**src/rtl/pio_pkg.sv**
```systemverilog
package pio_pkg;
  typedef enum logic [1:0] {
    SEL_A    = 2'd0,
    SEL_B    = 2'd1,
    SEL_C    = 2'd2,
    SEL_CTRL = 2'd3
  } sel_e;

  // direction flags, 1 = input
  typedef struct packed {
    logic a_in;
    logic cu_in;
    logic b_in;
    logic cl_in;
  } dir_t;
endpackage

```
**src/rtl/pio_dec.sv**
```systemverilog
module pio_dec #(
  parameter int DW    = 8,
  parameter int IDX_W = $clog2(DW)
) (
  input  logic             cs,
  input  logic             wr,
  input  logic [1:0]       addr,
  input  logic             cmd_kind,
  input  logic [IDX_W:0]   cmd_low,
  output logic             wr_a,
  output logic             wr_b,
  output logic             wr_c,
  output logic             mode_wr,
  output logic             bsr_wr,
  output logic [IDX_W-1:0] bsr_idx,
  output logic             bsr_val
);
  import pio_pkg::*;

  logic sel_wr;
  assign sel_wr  = cs && wr;
  assign wr_a    = sel_wr && (sel_e'(addr) == SEL_A);
  assign wr_b    = sel_wr && (sel_e'(addr) == SEL_B);
  assign wr_c    = sel_wr && (sel_e'(addr) == SEL_C);
  assign mode_wr = sel_wr && (sel_e'(addr) == SEL_CTRL) && cmd_kind;
  assign bsr_wr  = sel_wr && (sel_e'(addr) == SEL_CTRL) && !cmd_kind;
  assign bsr_idx = cmd_low[IDX_W:1];
  assign bsr_val = cmd_low[0];
endmodule

```
**src/rtl/pio_cfg.sv**
```systemverilog
module pio_cfg #(
  parameter int DW    = 8,
  parameter int IDX_W = $clog2(DW)
) (
  input  logic             clk,
  input  logic             rst,
  input  logic             mode_wr,
  input  logic [6:0]       mode_bits,
  input  logic             bsr_wr,
  input  logic [IDX_W-1:0] bsr_idx,
  input  logic             bsr_val,
  output pio_pkg::dir_t    dir,
  output logic [DW-1:0]    inte,
  output logic             unsup
);
  localparam int A_BIT  = 4;
  localparam int CU_BIT = 3;
  localparam int B_BIT  = 1;
  localparam int CL_BIT = 0;

  always_ff @(posedge clk) begin
    if (rst) begin
      dir   <= '1;
      inte  <= '0;
      unsup <= 1'b0;
    end else if (mode_wr) begin
      dir.a_in  <= mode_bits[A_BIT];
      dir.cu_in <= mode_bits[CU_BIT];
      dir.b_in  <= mode_bits[B_BIT];
      dir.cl_in <= mode_bits[CL_BIT];
      inte      <= '0;
      unsup     <= mode_bits[6] | mode_bits[5] | mode_bits[2];
    end else if (bsr_wr) begin
      inte[bsr_idx] <= bsr_val;
    end
  end


  dir_map_chk: assert property (@(posedge clk) disable iff (rst)
    mode_wr |=> (dir.a_in == $past(mode_bits[A_BIT])) &&
                (dir.cu_in == $past(mode_bits[CU_BIT])) &&
                (dir.b_in == $past(mode_bits[B_BIT])) &&
                (dir.cl_in == $past(mode_bits[CL_BIT])));

  inte_clear_chk: assert property (@(posedge clk) disable iff (rst)
    mode_wr |=> (inte == '0));

  inte_single_chk: assert property (@(posedge clk) disable iff (rst)
    bsr_wr |=> ($countones(inte ^ $past(inte)) <= 1));
endmodule

```
**src/rtl/pio_latches.sv**
```systemverilog
module pio_latches #(
  parameter int DW    = 8,
  parameter int IDX_W = $clog2(DW)
) (
  input  logic             clk,
  input  logic             rst,
  input  logic             wr_a,
  input  logic             wr_b,
  input  logic             wr_c,
  input  logic             mode_wr,
  input  logic             bsr_wr,
  input  logic [IDX_W-1:0] bsr_idx,
  input  logic             bsr_val,
  input  logic [DW-1:0]    din,
  output logic [DW-1:0]    a_q,
  output logic [DW-1:0]    b_q,
  output logic [DW-1:0]    c_q
);
  always_ff @(posedge clk) begin
    if (rst || mode_wr) begin
      a_q <= '0;
      b_q <= '0;
      c_q <= '0;
    end else begin
      if (wr_a) a_q <= din;
      if (wr_b) b_q <= din;
      if (wr_c) c_q <= din;
      else if (bsr_wr) c_q[bsr_idx] <= bsr_val;
    end
  end


  bsr_one_bit_chk: assert property (@(posedge clk) disable iff (rst)
    bsr_wr |=> ($countones(c_q ^ $past(c_q)) <= 1) &&
               (c_q[$past(bsr_idx)] == $past(bsr_val)));

  mode_clear_chk: assert property (@(posedge clk) disable iff (rst)
    mode_wr |=> (a_q == '0) && (b_q == '0) && (c_q == '0));
endmodule

```
**src/rtl/pio_ctrl.sv**
```systemverilog
module pio_ctrl #(
  parameter int DW = 8
) (
  input  logic          clk,
  input  logic          rst,
  input  logic          cs,
  input  logic          rd,
  input  logic          wr,
  input  logic [1:0]    addr,
  input  logic [DW-1:0] din,
  output logic [DW-1:0] dout,
  input  logic [DW-1:0] pa_in,
  output logic [DW-1:0] pa_out,
  output logic          pa_oe,
  input  logic [DW-1:0] pb_in,
  output logic [DW-1:0] pb_out,
  output logic          pb_oe,
  input  logic [DW-1:0] pc_in,
  output logic [DW-1:0] pc_out,
  output logic          pcu_oe,
  output logic          pcl_oe,
  output logic [DW-1:0] int_en,
  output logic          mode_unsup
);
  import pio_pkg::*;

  localparam int IDX_W = $clog2(DW);
  localparam int HW    = DW / 2;

  logic             wr_a, wr_b, wr_c, mode_wr, bsr_wr, bsr_val;
  logic [IDX_W-1:0] bsr_idx;
  dir_t             dir;
  logic [DW-1:0]    a_q, b_q, c_q;
  logic [DW-1:0]    c_view;

  pio_dec #(.DW(DW), .IDX_W(IDX_W)) dec_i (
    .cs(cs), .wr(wr), .addr(addr),
    .cmd_kind(din[DW-1]), .cmd_low(din[IDX_W:0]),
    .wr_a(wr_a), .wr_b(wr_b), .wr_c(wr_c),
    .mode_wr(mode_wr), .bsr_wr(bsr_wr),
    .bsr_idx(bsr_idx), .bsr_val(bsr_val)
  );

  pio_cfg #(.DW(DW), .IDX_W(IDX_W)) cfg_i (
    .clk(clk), .rst(rst),
    .mode_wr(mode_wr), .mode_bits(din[6:0]),
    .bsr_wr(bsr_wr), .bsr_idx(bsr_idx), .bsr_val(bsr_val),
    .dir(dir), .inte(int_en), .unsup(mode_unsup)
  );

  pio_latches #(.DW(DW), .IDX_W(IDX_W)) lat_i (
    .clk(clk), .rst(rst),
    .wr_a(wr_a), .wr_b(wr_b), .wr_c(wr_c),
    .mode_wr(mode_wr), .bsr_wr(bsr_wr),
    .bsr_idx(bsr_idx), .bsr_val(bsr_val), .din(din),
    .a_q(a_q), .b_q(b_q), .c_q(c_q)
  );

  assign pa_out = a_q;
  assign pb_out = b_q;
  assign pc_out = c_q;
  assign pa_oe  = !dir.a_in;
  assign pb_oe  = !dir.b_in;
  assign pcu_oe = !dir.cu_in;
  assign pcl_oe = !dir.cl_in;

  assign c_view = {dir.cu_in ? pc_in[DW-1:HW] : c_q[DW-1:HW],
                   dir.cl_in ? pc_in[HW-1:0]  : c_q[HW-1:0]};

  always_ff @(posedge clk) begin
    if (rst) begin
      dout <= '0;
    end else if (cs && rd) begin
      case (sel_e'(addr))
        SEL_A:   dout <= dir.a_in ? pa_in : a_q;
        SEL_B:   dout <= dir.b_in ? pb_in : b_q;
        SEL_C:   dout <= c_view;
        default: dout <= '1;
      endcase
    end
  end


  no_cs_effect_chk: assert property (@(posedge clk) disable iff (rst)
    !cs |=> $stable(pa_out) && $stable(pb_out) && $stable(pc_out) &&
            $stable(int_en) && $stable(dout) && $stable(pa_oe));

  ctrl_read_chk: assert property (@(posedge clk) disable iff (rst)
    (cs && rd && addr == 2'd3) |=> (dout == '1));

  dout_hold_chk: assert property (@(posedge clk) disable iff (rst)
    !(cs && rd) |=> $stable(dout));
endmodule

```
**config.mk**
```make
export PLATFORM = sky130hd
export DESIGN_NAME = pio_ctrl
export DESIGN_NICKNAME = d
export VERILOG_FILES = /design/src/rtl/pio_pkg.sv /design/src/rtl/pio_dec.sv /design/src/rtl/pio_cfg.sv /design/src/rtl/pio_latches.sv /design/src/rtl/pio_ctrl.sv
export SDC_FILE = /design/constraint.sdc
export NUM_CORES = 1
export LEC_CHECK = 0
export BUFFER_PORTS_ARGS = -buffer_cell sky130_fd_sc_hd__buf_2
export CAP_MARGIN = 20
export CORE_MARGIN = 2
export CORE_UTILIZATION = 30
export CTS_BUF_LIST = sky130_fd_sc_hd__clkbuf_16
export CTS_CLUSTER_DIAMETER = 100
export DETAILED_ROUTE_END_ITERATION = 7
export GPL_ROUTABILITY_DRIVEN = 0
export HOLD_SLACK_MARGIN = 0.05
export PLACE_DENSITY = 0.54
export SLEW_MARGIN = 0
export SYNTH_ARGS = -nofsm -noshare
export SYNTH_HDL_FRONTEND = slang
export SYNTH_SLANG_ARGS = --single-unit
```
**constraint.sdc**
```tcl
create_clock -name clk -period 3.1 [get_ports clk]
set_input_delay 0.775 -clock clk [delete_from_list [all_inputs] [get_ports clk]]
set_output_delay 0.775 -clock clk [all_outputs]
set_load 0.02 [all_outputs]
```
# Yosys cells after proc, flatten, opt, wreduce, memory -nomap -nowiden
# Index checks and enable logic that the tools add are counted.
# word_totals
reg_bits,45
latchBits,0
ram_bits,0
romBits,0
inputBits,39
out_inout_bits,45
word_cells,46
mem_count,0
# classes
add_sub_neg,0
n_mul,0
div,0
order_cmp,2
eq_ne,3
n_shift,0
mux,11
bitwise,2
n_reduce_logical,18
# op_table
op,count
8-bit two-way mux,4
8-bit case mux with 3 select lines,1
8-bit bitwise mux,2
1-bit logical AND,9
4-bit two-way mux,2
1-bit zero test,5
"2-bit equality test, second input constant",2
"3-bit by 4-bit < comparator with 1-bit output, second input constant",1
1-bit demux with 3-bit select,1
"3-bit by 1-bit greater-or-equal comparator with 1-bit output, second input constant",1
"2-bit by 1-bit equality test with 1-bit output, second input constant",1
2-bit zero test,1
1-bit OR,2
2-bit nonzero test,1
2-bit OR reduction,1
1-bit logical OR,1
1-bit two-way mux,1

# Longest topological paths before layout
# depth
depth_word,7
depth_mapped,6
depth_no_buf,4

# Hierarchy
# From an unflattened synthesis, not the netlist that was laid out.
# unflattened
hier_cells,251
hier_area_um2,2421.1
# by_module_without_submodules
mod,n_inst,cells_each,area_each_um2
pio_latches,1,96,1002.2
pio_ctrl,1,91,737.0
pio_cfg,1,52,600.6
pio_dec,1,12,81.3

# Worst setup path before layout
# OpenSTA, ideal clock, no wires.
# synth_path
kind,input port to flip-flop
startpoint,in addr[1]
endpoint,reg lat_i.c_q[1]
setup_time_ps,74
arrival_time_ps,1887
required_time_ps,3026
path_slack_ps,1139
path_stages,5
cell_sequence,buf_4 nand4b_2 or4_4 or2_1 a31oi_1
# synth_between
elab_chain_cells,4
# synth_rtl
item,line_no,rtl
start: declaration,pio_ctrl.sv:9,"input logic [1:0] addr,"
2-bit equality test,"pio_dec.sv:25, pio_dec.sv:26",
1-bit logical AND,"pio_dec.sv:25, pio_dec.sv:26",
1-bit logical AND (on tied branches),"pio_dec.sv:26, pio_dec.sv:25",
2-bit nonzero test (no source line) or 1-bit logical OR (tied branches),--,
end signal: assignment,pio_latches.sv:27,if (wr_c) c_q <= din;
end signal: indexed assignment,pio_latches.sv:28,else if (bsr_wr) c_q[bsr_idx] <= bsr_val;
end: declaration,pio_latches.sv:17,output logic [DW-1:0] c_q
# Parallel ways exist; a longest one is shown, timed or not.
# A chain may end at the register's enable or synchronous reset.

# Worst setup path after layout
# layout_path
startpoint,in addr[0]
endpoint,reg lat_i.c_q[1]
# Same word-level chain as after synthesis.

==> results.json <==
{
  "clkSinkCount": 45,
  "synthDistinctLibCells": 34,
  "cts.htree.levels": 2,
  "power.switching_mw": 0.336,
  "max_slew_margin_pct": 63.0,
  "drc": 0,
  "run_status": "complete, no violations",
  "clkTransAtPathRegs_ns": 0.06,
  "yosys.area.top_type": "dfxtp_1",
  "path_cells": "buf_2 > nand4b_2 > or4_4 > or2_1 > a31oi_1",
  "die_w_um": 90.9,
  "ys_seq_area_share_pct": 39.8,
  "critical_path_buf_inv_count": 1,
  "p_clk_share_pct": 46.5,
  "min_path_type": "reg -> reg",
  "seq_power_share_pct": 41.8,
  "synth.cell_area_um2": 2260,
  "drtIter0Drc": 86,
  "fp.dieArea_um2": 8260,
  "clock_skew_ns": 0.00475,
  "ys_seq_elements": 45,
  "dpl.hpwl_um": 5250,
  "cp_top_family": "simple AND/OR/NAND/NOR gates",
  "p_int_mw": 1.12,
  "crit_arrival_ns": 2.30,
  "cts_resized": 0,
  "yosysWarningCount": 0,
  "p_total_mw": 1.46,
  "critical_path.startpoint": "addr[0]",
  "synth_area_per_cell_um2": 8.45,
  "slew_viol_final": 0,
  "crit_fanout": 18,
  "crit_slowest_cell": "or4_4",
  "rsz0062_at_grt": "no",
  "power_density_nw_per_um2": 496,
  "layout-drive-gt1-share_pct": 29.7,
  "cts-root-buf": "clkbuf_16",
  "design.core.area_um2": 7290,
  "setup_violations": 0,
  "clk_latency_ns": 0.28,
  "clock_path_buffers": 2,
  "p_sw_share_pct": 23.1,
  "grt_pass1_vias": 2006,
  "p_comb_share_pct": 11.7,
  "cts_tree": "yes",
  "endpoint_kind": "flip-flop",
  "totalNegativeSetupSlack_ns": 0,
  "drtPass1Iterations": 4,
  "ir_drop_mv": 0.180,
  "overflow": 0,
  "p_leak_nw": 1.36,
  "max_freq_mhz": 478,
  "grt_pass1_wl_um": 10900,
  "num_rows": 31,
  "io_buffers": 83,
  "synth_flop_cell": "dfxtp_1",
  "routedWlPerCell_um": 15.8,
  "avgViaCountPerCell": 4.88,
  "path_class": "in -> reg",
  "routed-via-count": 2155,
  "antenna_found_initial": 0,
  "synthCells": 268,
  "maxCapViolCount": 0,
  "die_y_um": 90.9,
  "start_util_pct": 31.1,
  "hold_buffers": 0,
  "cpPeakStageDelay_ns": 0.47,
  "worstMarginPinSlew_ns": 0.554,
  "ys_async_sr_fraction_pct": 0,
  "areaGrowthSynthToFinish_pct": 29.6,
  "io_pins": 84,
  "finalCritPeriodShare_pct": 67.5,
  "synthTopCellsByArea": "dfxtp_1, mux2i_1, nand2_1",
  "hp-start": "lat_i.a_q[4]",
  "layout_commonest_cell": "buf_2",
  "hold_ws_ns": 0.472,
  "final_cell_mix": "buf_2, dfxtp_1, nand2_1",
  "grt_max_degree": 21,
  "cts_setup_buffers": 0,
  "r2r_slack_ns": 1.67,
  "rr_startpoint": "cfg_i.dir[1]",
  "worst_setup_path_start_kind": "input pin",
  "critPathRequiredTime_ns": 3.31,
  "fin_crit_ns": 2.09,
  "cts_buffers": 5,
  "num_antenna_cells": 0,
  "synthesis.nets": 307,
  "final_hold_viol_count": 0,
  "totalWireLength_um": 6980,
  "grt_use_total_pct": 16.8,
  "final_antenna_net_count": 0,
  "nNetsFinal": 381,
  "synth_top_area_share_pct": 39.8,
  "synth_edf_count": 0
}
[flip-flops by register name, summed over array words and instances (netlist names)]
name	cells
dout	8
cfg_i.dir	4
cfg_i.inte	8
lat_i.a_q	8
lat_i.c_q	8
lat_i.b_q	8
cfg_i.unsup	1
[cells in the mapped netlist (4+ instances only)]
library cell,instances
dfxtp_1,45
nand2_1,39
inv_1,8
buf_2,5
mux2i_1,33
nor2_1,25
nand3b_1,9
nor2b_1,9
clkbuf_1,13
o31ai_1,8
a21oi_1,21
a211oi_1,13
a211o_1,4
nor3_1,4
o21ai_0,5
[layout make-up]
| class | count | area, um2 |
|---|---|---|
| Tap cell | 99 | 124 |
| Clock inverter | 3 | 65.1 |
| Fill cell | 817 | 4360 |
| Clock buffer | 5 | 125 |
| Inverter | 8 | 30.0 |
| Multi-Input combinational cell | 195 | 1240 |
| Sequential cell | 45 | 901 |
| Timing Repair Buffer | 87 | 445 |
[worst min-delay path, cell delays in order (launching register included)]
cell and delay (ns):
dfxtp_1 0.32, nand2_1 0.05, a21oi_1 0.05
[power by group through the flow]
stage	clock network [mW]	registers [mW]	logic [mW]
6_report	0.677	0.610	0.170
5_1_grt	0.712	0.612	0.186
4_1_cts	0.691	0.609	0.172
3_5_place_dp	0	0.622	0.171
3_3_place_gp	0	0.622	0.171
2_1_floorplan	0	0.634	0.0871
[kinds of logic (layout without fill, tap and decap cells)]
group	after synthesis	after routing	synth area share [%]
AO/OA/AOI/OAI	55	55	15.6
flip-flops	45	45	39.8
buffers and inverters	28	103	5.25
AND/OR/NAND/NOR	106	106	24.4
multiplexers	33	33	14.6
XOR/XNOR	1	1	0.387
[per-stage QoR]
step                      instances  utilization (%)  cell area, um2  setup slack (ns)
after floorplan                 268                -            2260              1.14
after global placement          434             37.6            2750             0.736
after detailed placement        434             37.6            2750             0.704
after CTS                       442             40.3            2940             0.997
after global routing            442             40.3            2940             0.864
final                           442             40.3            2940              1.01
[per-layer routing]
| metal | vias to the layer above | GRT usage (%) | routed length, um |
|---|---|---|---|
| met1 | 1010 | 23.0 | 3280 |
| li1 | 1093 | - | - |
| met3 | 4 | 3.42 | 280 |
| met5 | - | 0 | 0 |
| met4 | 0 | 4.17 | 46 |
| met2 | 48 | 27.0 | 3380 |
[path summary, 6_finish.rpt]
path,endpoint,cells after the start
setup / recovery,lat_i.c_q[1],5
hold / removal,lat_i.a_q[4],2
setup reg to reg,dout[5],4
hold reg to reg,lat_i.a_q[4],2
(Power assumes the default switching activity.)
